===== config.mk =====
export PLATFORM = sky130hd
export DESIGN_NAME = gpio4i
export DESIGN_NICKNAME = d
export VERILOG_FILES = /design/src/rtl/gpio4i_pkg.sv /design/src/rtl/gpio4i_sync.sv /design/src/rtl/gpio4i_detect.sv /design/src/rtl/gpio4i_pend.sv /design/src/rtl/gpio4i.sv
export SDC_FILE = /design/constraint.sdc
export NUM_CORES = 1
export LEC_CHECK = 0
export BUFFER_PORTS_ARGS = -buffer_cell sky130_fd_sc_hd__buf_2
export CORE_MARGIN = 2
export CORE_UTILIZATION = 60
export DETAILED_ROUTE_END_ITERATION = 8
export PLACE_DENSITY = 0.89
export SLEW_MARGIN = 10
export SYNTH_ARGS = -nofsm -noshare
export SYNTH_HDL_FRONTEND = slang
export SYNTH_SLANG_ARGS = --single-unit

===== constraint.sdc =====
create_clock -name clk -period 3.1 [get_ports clk]
set_input_delay 0.93 -clock clk [delete_from_list [all_inputs] [get_ports clk]]
set_output_delay 0.93 -clock clk [all_outputs]
set_load 0.02 [all_outputs]

===== src/rtl/gpio4i_pkg.sv =====
package gpio4i_pkg;

  localparam int unsigned KINDS = 4;

  typedef enum logic [1:0] {
    K_RISE = 2'd0,
    K_FALL = 2'd1,
    K_HIGH = 2'd2,
    K_LOW  = 2'd3
  } irq_kind_e;

  localparam logic [7:0] OFS_IN_VAL    = 8'h00;
  localparam logic [7:0] OFS_IN_EN     = 8'h04;
  localparam logic [7:0] OFS_OUT_EN    = 8'h08;
  localparam logic [7:0] OFS_OUT_VAL   = 8'h0C;
  localparam logic [7:0] OFS_KIND_BASE = 8'h18;
  localparam logic [7:0] OFS_INV_MASK  = 8'h40;

  // enable register of kind k; its pending register sits 4 bytes above
  function automatic logic [7:0] en_ofs(input int unsigned k);
    return OFS_KIND_BASE + 8'(k * 8);
  endfunction

  function automatic logic [7:0] pend_ofs(input int unsigned k);
    return OFS_KIND_BASE + 8'(k * 8) + 8'h04;
  endfunction

endpackage


===== src/rtl/gpio4i_sync.sv =====
module gpio4i_sync #(
  parameter int W      = 32,
  parameter int STAGES = 2
) (
  input  logic         clk,
  input  logic         rst_n,
  input  logic [W-1:0] d,
  output logic [W-1:0] q
);

  logic [STAGES-1:0][W-1:0] stage_q;
  logic [STAGES-1:0][W-1:0] stage_d;

  for (genvar s = 0; s < STAGES; s++) begin : g_stage
    if (s == 0) begin : g_first
      assign stage_d[s] = d;
    end else begin : g_rest
      assign stage_d[s] = stage_q[s-1];
    end

    always_ff @(posedge clk or negedge rst_n) begin
      if (!rst_n) stage_q[s] <= '0;
      else        stage_q[s] <= stage_d[s];
    end
  end

  assign q = stage_q[STAGES-1];

endmodule


===== src/rtl/gpio4i_detect.sv =====
module gpio4i_detect
  import gpio4i_pkg::*;
#(
  parameter int W = 32
) (
  input  logic                  clk,
  input  logic                  rst_n,
  input  logic [W-1:0]          sync_in,
  input  logic [W-1:0]          in_en,
  output logic [W-1:0]          in_val,
  output logic [KINDS-1:0][W-1:0] evt
);

  logic [W-1:0] prev_q;
  logic [W-1:0] gated;

  assign gated  = sync_in & in_en;
  assign in_val = gated;

  always_ff @(posedge clk or negedge rst_n) begin
    if (!rst_n) prev_q <= '0;
    else        prev_q <= gated;
  end

  always_comb begin
    evt         = '0;
    evt[K_RISE] = gated & ~prev_q;
    evt[K_FALL] = ~gated & prev_q;
    evt[K_HIGH] = gated;
    evt[K_LOW]  = ~gated;
  end

endmodule


===== src/rtl/gpio4i_pend.sv =====
module gpio4i_pend #(
  parameter int W = 32
) (
  input  logic         clk,
  input  logic         rst_n,
  input  logic [W-1:0] set_vec,
  input  logic         clr_stb,
  input  logic [W-1:0] clr_mask,
  output logic [W-1:0] pend
);

  logic [W-1:0] pend_q;
  logic [W-1:0] pend_d;
  logic         pend_upd;

  always_comb begin
    pend_upd = clr_stb | (|set_vec);
    pend_d   = pend_q;
    if (clr_stb) pend_d = pend_d & ~clr_mask;
    pend_d   = pend_d | set_vec;
  end

  always_ff @(posedge clk or negedge rst_n) begin
    if (!rst_n)        pend_q <= '0;
    else if (pend_upd) pend_q <= pend_d;
  end

  assign pend = pend_q;

  AST_SET_WINS: assert property (@(posedge clk) disable iff (!rst_n)
    (set_vec != '0) |=> ((pend & $past(set_vec)) == $past(set_vec)));

  AST_DROP_NEEDS_CLR: assert property (@(posedge clk) disable iff (!rst_n)
    ((~pend & $past(pend)) != '0) |->
      ($past(clr_stb) && ((~pend & $past(pend) & ~$past(clr_mask)) == '0)));

endmodule


===== src/rtl/gpio4i.sv =====
module gpio4i
  import gpio4i_pkg::*;
#(
  parameter int NPINS       = 32,
  parameter int ADDR_W      = 8,
  parameter int SYNC_STAGES = 2
) (
  input  logic              clk,
  input  logic              rst_n,
  input  logic              req_valid,
  input  logic              req_write,
  input  logic [ADDR_W-1:0] req_addr,
  input  logic [NPINS-1:0]  req_wdata,
  output logic [NPINS-1:0]  rsp_rdata,
  input  logic [NPINS-1:0]  pad_in,
  output logic [NPINS-1:0]  pad_out,
  output logic [NPINS-1:0]  pad_oe,
  output logic              irq
);

  localparam int W = NPINS;

  logic wr_stb;
  logic rd_stb;

  logic [W-1:0] in_en_q,  in_en_d;
  logic [W-1:0] out_en_q, out_en_d;
  logic [W-1:0] out_val_q, out_val_d;
  logic [W-1:0] inv_q,    inv_d;
  logic [KINDS-1:0][W-1:0] ie_q, ie_d;
  logic [KINDS-1:0][W-1:0] pend;
  logic [KINDS-1:0][W-1:0] evt;
  logic [KINDS-1:0]        clr_stb;
  logic [W-1:0] rdata_q, rdata_d;
  logic [W-1:0] sync_in;
  logic [W-1:0] in_val;
  logic         cfg_upd;

  assign wr_stb = req_valid & req_write;
  assign rd_stb = req_valid & ~req_write;

  // ---------------- input path ----------------
  gpio4i_sync #(.W(W), .STAGES(SYNC_STAGES)) u_sync (
    .clk   (clk),
    .rst_n (rst_n),
    .d     (pad_in),
    .q     (sync_in)
  );

  gpio4i_detect #(.W(W)) u_detect (
    .clk     (clk),
    .rst_n   (rst_n),
    .sync_in (sync_in),
    .in_en   (in_en_q),
    .in_val  (in_val),
    .evt     (evt)
  );

  // ---------------- pending banks ----------------
  for (genvar k = 0; k < KINDS; k++) begin : g_kind
    assign clr_stb[k] = wr_stb && (req_addr == ADDR_W'(pend_ofs(k)));

    gpio4i_pend #(.W(W)) u_pend (
      .clk      (clk),
      .rst_n    (rst_n),
      .set_vec  (evt[k]),
      .clr_stb  (clr_stb[k]),
      .clr_mask (req_wdata),
      .pend     (pend[k])
    );
  end

  // ---------------- configuration registers ----------------
  always_comb begin
    in_en_d   = in_en_q;
    out_en_d  = out_en_q;
    out_val_d = out_val_q;
    inv_d     = inv_q;
    ie_d      = ie_q;
    if (wr_stb) begin
      if (req_addr == ADDR_W'(OFS_IN_EN))    in_en_d   = req_wdata;
      if (req_addr == ADDR_W'(OFS_OUT_EN))   out_en_d  = req_wdata;
      if (req_addr == ADDR_W'(OFS_OUT_VAL))  out_val_d = req_wdata;
      if (req_addr == ADDR_W'(OFS_INV_MASK)) inv_d     = req_wdata;
      for (int k = 0; k < KINDS; k++) begin
        if (req_addr == ADDR_W'(en_ofs(k))) ie_d[k] = req_wdata;
      end
    end
  end

  assign cfg_upd = wr_stb;

  always_ff @(posedge clk or negedge rst_n) begin
    if (!rst_n) begin
      in_en_q   <= '0;
      out_en_q  <= '0;
      out_val_q <= '0;
      inv_q     <= '0;
      ie_q      <= '0;
    end else if (cfg_upd) begin
      in_en_q   <= in_en_d;
      out_en_q  <= out_en_d;
      out_val_q <= out_val_d;
      inv_q     <= inv_d;
      ie_q      <= ie_d;
    end
  end

  // ---------------- read path ----------------
  always_comb begin
    rdata_d = '0;
    if (req_addr == ADDR_W'(OFS_IN_VAL))   rdata_d = in_val;
    if (req_addr == ADDR_W'(OFS_IN_EN))    rdata_d = in_en_q;
    if (req_addr == ADDR_W'(OFS_OUT_EN))   rdata_d = out_en_q;
    if (req_addr == ADDR_W'(OFS_OUT_VAL))  rdata_d = out_val_q;
    if (req_addr == ADDR_W'(OFS_INV_MASK)) rdata_d = inv_q;
    for (int k = 0; k < KINDS; k++) begin
      if (req_addr == ADDR_W'(en_ofs(k)))   rdata_d = ie_q[k];
      if (req_addr == ADDR_W'(pend_ofs(k))) rdata_d = pend[k];
    end
  end

  always_ff @(posedge clk or negedge rst_n) begin
    if (!rst_n)      rdata_q <= '0;
    else if (rd_stb) rdata_q <= rdata_d;
  end

  assign rsp_rdata = rdata_q;

  // ---------------- pad drive and interrupt ----------------
  assign pad_out = (out_val_q ^ inv_q) & out_en_q;
  assign pad_oe  = out_en_q;

  always_comb begin
    logic [W-1:0] hit;
    hit = '0;
    for (int k = 0; k < KINDS; k++) hit = hit | (pend[k] & ie_q[k]);
    irq = |hit;
  end

  AST_PAD_HOLD: assert property (@(posedge clk) disable iff (!rst_n)
    !$past(wr_stb) |-> ($stable(pad_out) && $stable(pad_oe)));

  AST_IRQ_DROP: assert property (@(posedge clk) disable iff (!rst_n)
    $fell(irq) |-> $past(wr_stb));

endmodule


==> results.md <==
- Clock share of power: 41.8%
- Global Route Usage Sum: 39.5%
- Comb pwr share: 9.2%
- Initial antenna violation count: 0
- Mapped Avg Cell Area: 11.6 um^2
- Synth warn: 0
- Die Y: 200 um
- Drt drc: 0
- Worst skew pair latency: 0.61 ns
- CTS Buf Count: 52
- Largest net degree at the start of global routing: 89
- Syn Inst Count: 1983
- Switching share of total power: 25.7%
- Max cap viols: 0
- Main synth FF type: dfrtp_1
- Final WS setup: -0.352 ns
- Layout area overhead: 17.4%
- Leak: 12.6 nW
- Via count: 19100
- Syn nets: 2059
- Upper clock frequency limit: 0.290 GHz
- Critical path fanouts, max: 4
- Clock Path Buffers: 3
- Status: finished with violations
- CP arrival: 2.52 ns
- Reg area: 12800 um^2
- Finished Layout Cells: 2709
- Synth top area cells: dfrtp_1 56%, mux2_2 12%, nand2_1 3.7%
- Area of the multi-input gates: 9600 um^2
- Part of the power in registers: 49.0%
- Critical path capture point type: output pin
- Commonest non-fill, non-tap cells in the layout: 512 x dfrtp_1, 250 x mux2_2, 224 x nand2_1, 168 x buf_2, 86 x o21ai_0
- Top-area cell type share of the netlist area: 55.8%
- Root Buffer: clkbuf_16
- Register area share after synthesis: 55.8%
- Violated checks: negative setup slack
- Switch Pwr: 3.97 mW
- Nets: 2231
- Final TNS setup: -0.352 ns
- Detail Placement HPWL: 51500 um
- Final period util: 111%
- Final setup fails: 1
- Placed Cells: 2611
- Initial DRC count: 2352
- Port-buffer cells: 172
- Mapped cell area: 23000 um^2
- GPL Wtd Cong: 0.988
- Cell Rows: 71
- Crit Path Class: flop to output pin
- Ports: 173
- TritonCTS clock tree: yes
- Post-synthesis register bit count: 512
- Most common cell after layout, fill and taps aside: dfrtp_1
- Min-Delay Path Class: primary input to async pin
- Final Cell Area: 27000 um^2
- Diodes inserted: 0
- Congestion Overflow GR: 0
- Avg WL per Cell: 28.8 um
- Critical path required time: 2.17 ns
- Area leader, netlist: dfrtp_1
- Chip width: 200 um
- H-tree Lvls: 2
- Endpoints failing hold: 0
- Max-slew violation count: 0
- Fill count: 2565
- Asr flop ratio synth: 100%
- 1st-pass router iterations: 5
- Core area: 37700 um^2
- Starting density of the core: 61.0%
- P_int: 11.5 mW
- CP startpoint kind: flop
- Post-synth EDFFs: 0
- TritonCTS Sinks: 512
- Final Skew: 0.0159 ns
- First-pass GRT wire length: 116000 um
- Peak VDD IR: 426 uV
- Clk slew on worst S/H paths: 0.06 ns
- RSZ-0062 raised after global routing: yes
- Yosys cell types: 55
- Total power per unit cell area: 573 nW/um^2
- DP Area: 25100 um^2
- Remaining antenna violation count after routing: 0
- Die Area: 39900 um^2
- Final Critical Period: 3.45 ns
- Number of global-route vias before repair: 19200
- Max-slew headroom: 51.9%
- Share of cells above drive strength 1: 30.5%
- WL final: 78000 um
- Average vias per placed instance: 7.06
- Slew @ Worst Pin: 0.703 ns
-- layer usage --
layer | vias up | GRT usage (%) | part of all wire (%)
met5 | - | 0 | 0
met4 | 0 | 23.1 | 6.5
met3 | 394 | 9.27 | 12
met2 | 1532 | 60.0 | 45
met1 | 9546 | 52.3 | 37
li1 | 7666 | - | -
-- path summary, 6_finish.rpt --
path | start | endpoint | slack (ns) | cells after the start
min in group clk | u_sync.stage_d[42] | u_sync.q[10] | 0.34 | 0
hold / removal | rst_n | u_sync.stage_d[58] | 0.24 | 1
max in group asynchronous | rst_n | in_en_q[13] | 1.85 | 2
setup reg to reg | g_kind[1].u_pend.pend[11] | rsp_rdata[11] | 1.22 | 7
setup / recovery | ie_q[106] | irq | -0.35 | 7
hold reg to reg | u_sync.stage_d[42] | u_sync.q[10] | 0.34 | 0
-- registers in the layout, indices dropped and copies added, names as in the netlist --
| register | cells |
|---|---|
| g_kind.u_pend.pend | 128 |
| ie_q | 128 |
| in_en_q | 32 |
| inv_q | 32 |
| out_val_q | 32 |
| pad_oe | 32 |
| rsp_rdata | 32 |
| u_detect.prev_q | 32 |
| u_sync.q | 32 |
| u_sync.stage_d | 32 |
-- critical path, cell delays in order, from the launching register on --
cell,delay (ns)
dfrtp_1,0.43
a22o_1,0.24
a221oi_2,0.30
nand4_1,0.20
nor4_2,0.30
buf_4,0.19
nand3_4,0.09
buf_6,0.15
-- cells in the mapped netlist (34+ instances only) --
cell         n
a211oi_1    34
a21o_1      62
a21oi_1     40
a22o_1      54
and2_1      41
clkbuf_1   116
dfrtp_1    512
inv_1       35
mux2_2     250
nand2_1    224
nor2_1      45
nor2b_1     51
o21ai_0     86
o22ai_1     58
o2bb2ai_1   38
-- repair_timing --
item	4_1_cts	5_1_grt
pin swaps	4	1
endpoints found under the setup margin	1	1
hold buffers	0	0
buffers inserted	1	0
gates resized for setup	20	1
-- metrics by stage --
| step | setup slack (ns) | power (mW) | utilization, % | hold WS, ns |
|---|---|---|---|---|
| 2_1_floorplan | 0.348 | 8.19 | - | 0.331 |
| 3_3_place_gp | 0.0719 | 8.92 | 66.6 | 0.332 |
| 3_5_place_dp | -0.0292 | 8.98 | 66.6 | 0.335 |
| 4_1_cts | -0.268 | 15.4 | 71.6 | 0.230 |
| 5_1_grt | -0.319 | 15.8 | 71.6 | 0.260 |
| 6_report | -0.352 | 15.5 | 71.6 | 0.243 |
-- area by class of cell --
class                           instances  share of cell area [%]
Multi-Input combinational cell       1284                    35.6
Clock buffer                           77                    5.73
Timing Repair Buffer                  270                    7.57
Clock inverter                         20                   0.788
Inverter                               35                   0.487
Tap cell                              511                    2.37
Sequential cell                       512                    47.5
-- power groups by stage --
| stage | Clock (mW) | Sequential (mW) | Combinational [mW] |
|---|---|---|---|
| 6_report | 6.46 | 7.57 | 1.42 |
| 2_1_floorplan | 0 | 7.53 | 0.666 |
| 3_3_place_gp | 0 | 7.62 | 1.29 |
| 3_5_place_dp | 0 | 7.64 | 1.34 |
| 4_1_cts | 6.48 | 7.54 | 1.40 |
| 5_1_grt | 6.73 | 7.59 | 1.50 |
-- cell families (layout without fill, tap and decap cells) --
| logic type | after synthesis | after routing | synth area share (%) |
|---|---|---|---|
| AOI/OAI and AO/OA | 538 | 538 | 17.4 |
| and+or+nand+nor | 454 | 454 | 9.59 |
| muxes | 260 | 260 | 12.7 |
| buffers and inverters | 187 | 402 | 3.31 |
| xor gates and xnor gates | 32 | 32 | 1.22 |
| DFF | 512 | 512 | 55.8 |
(Power assumes the default switching activity.)
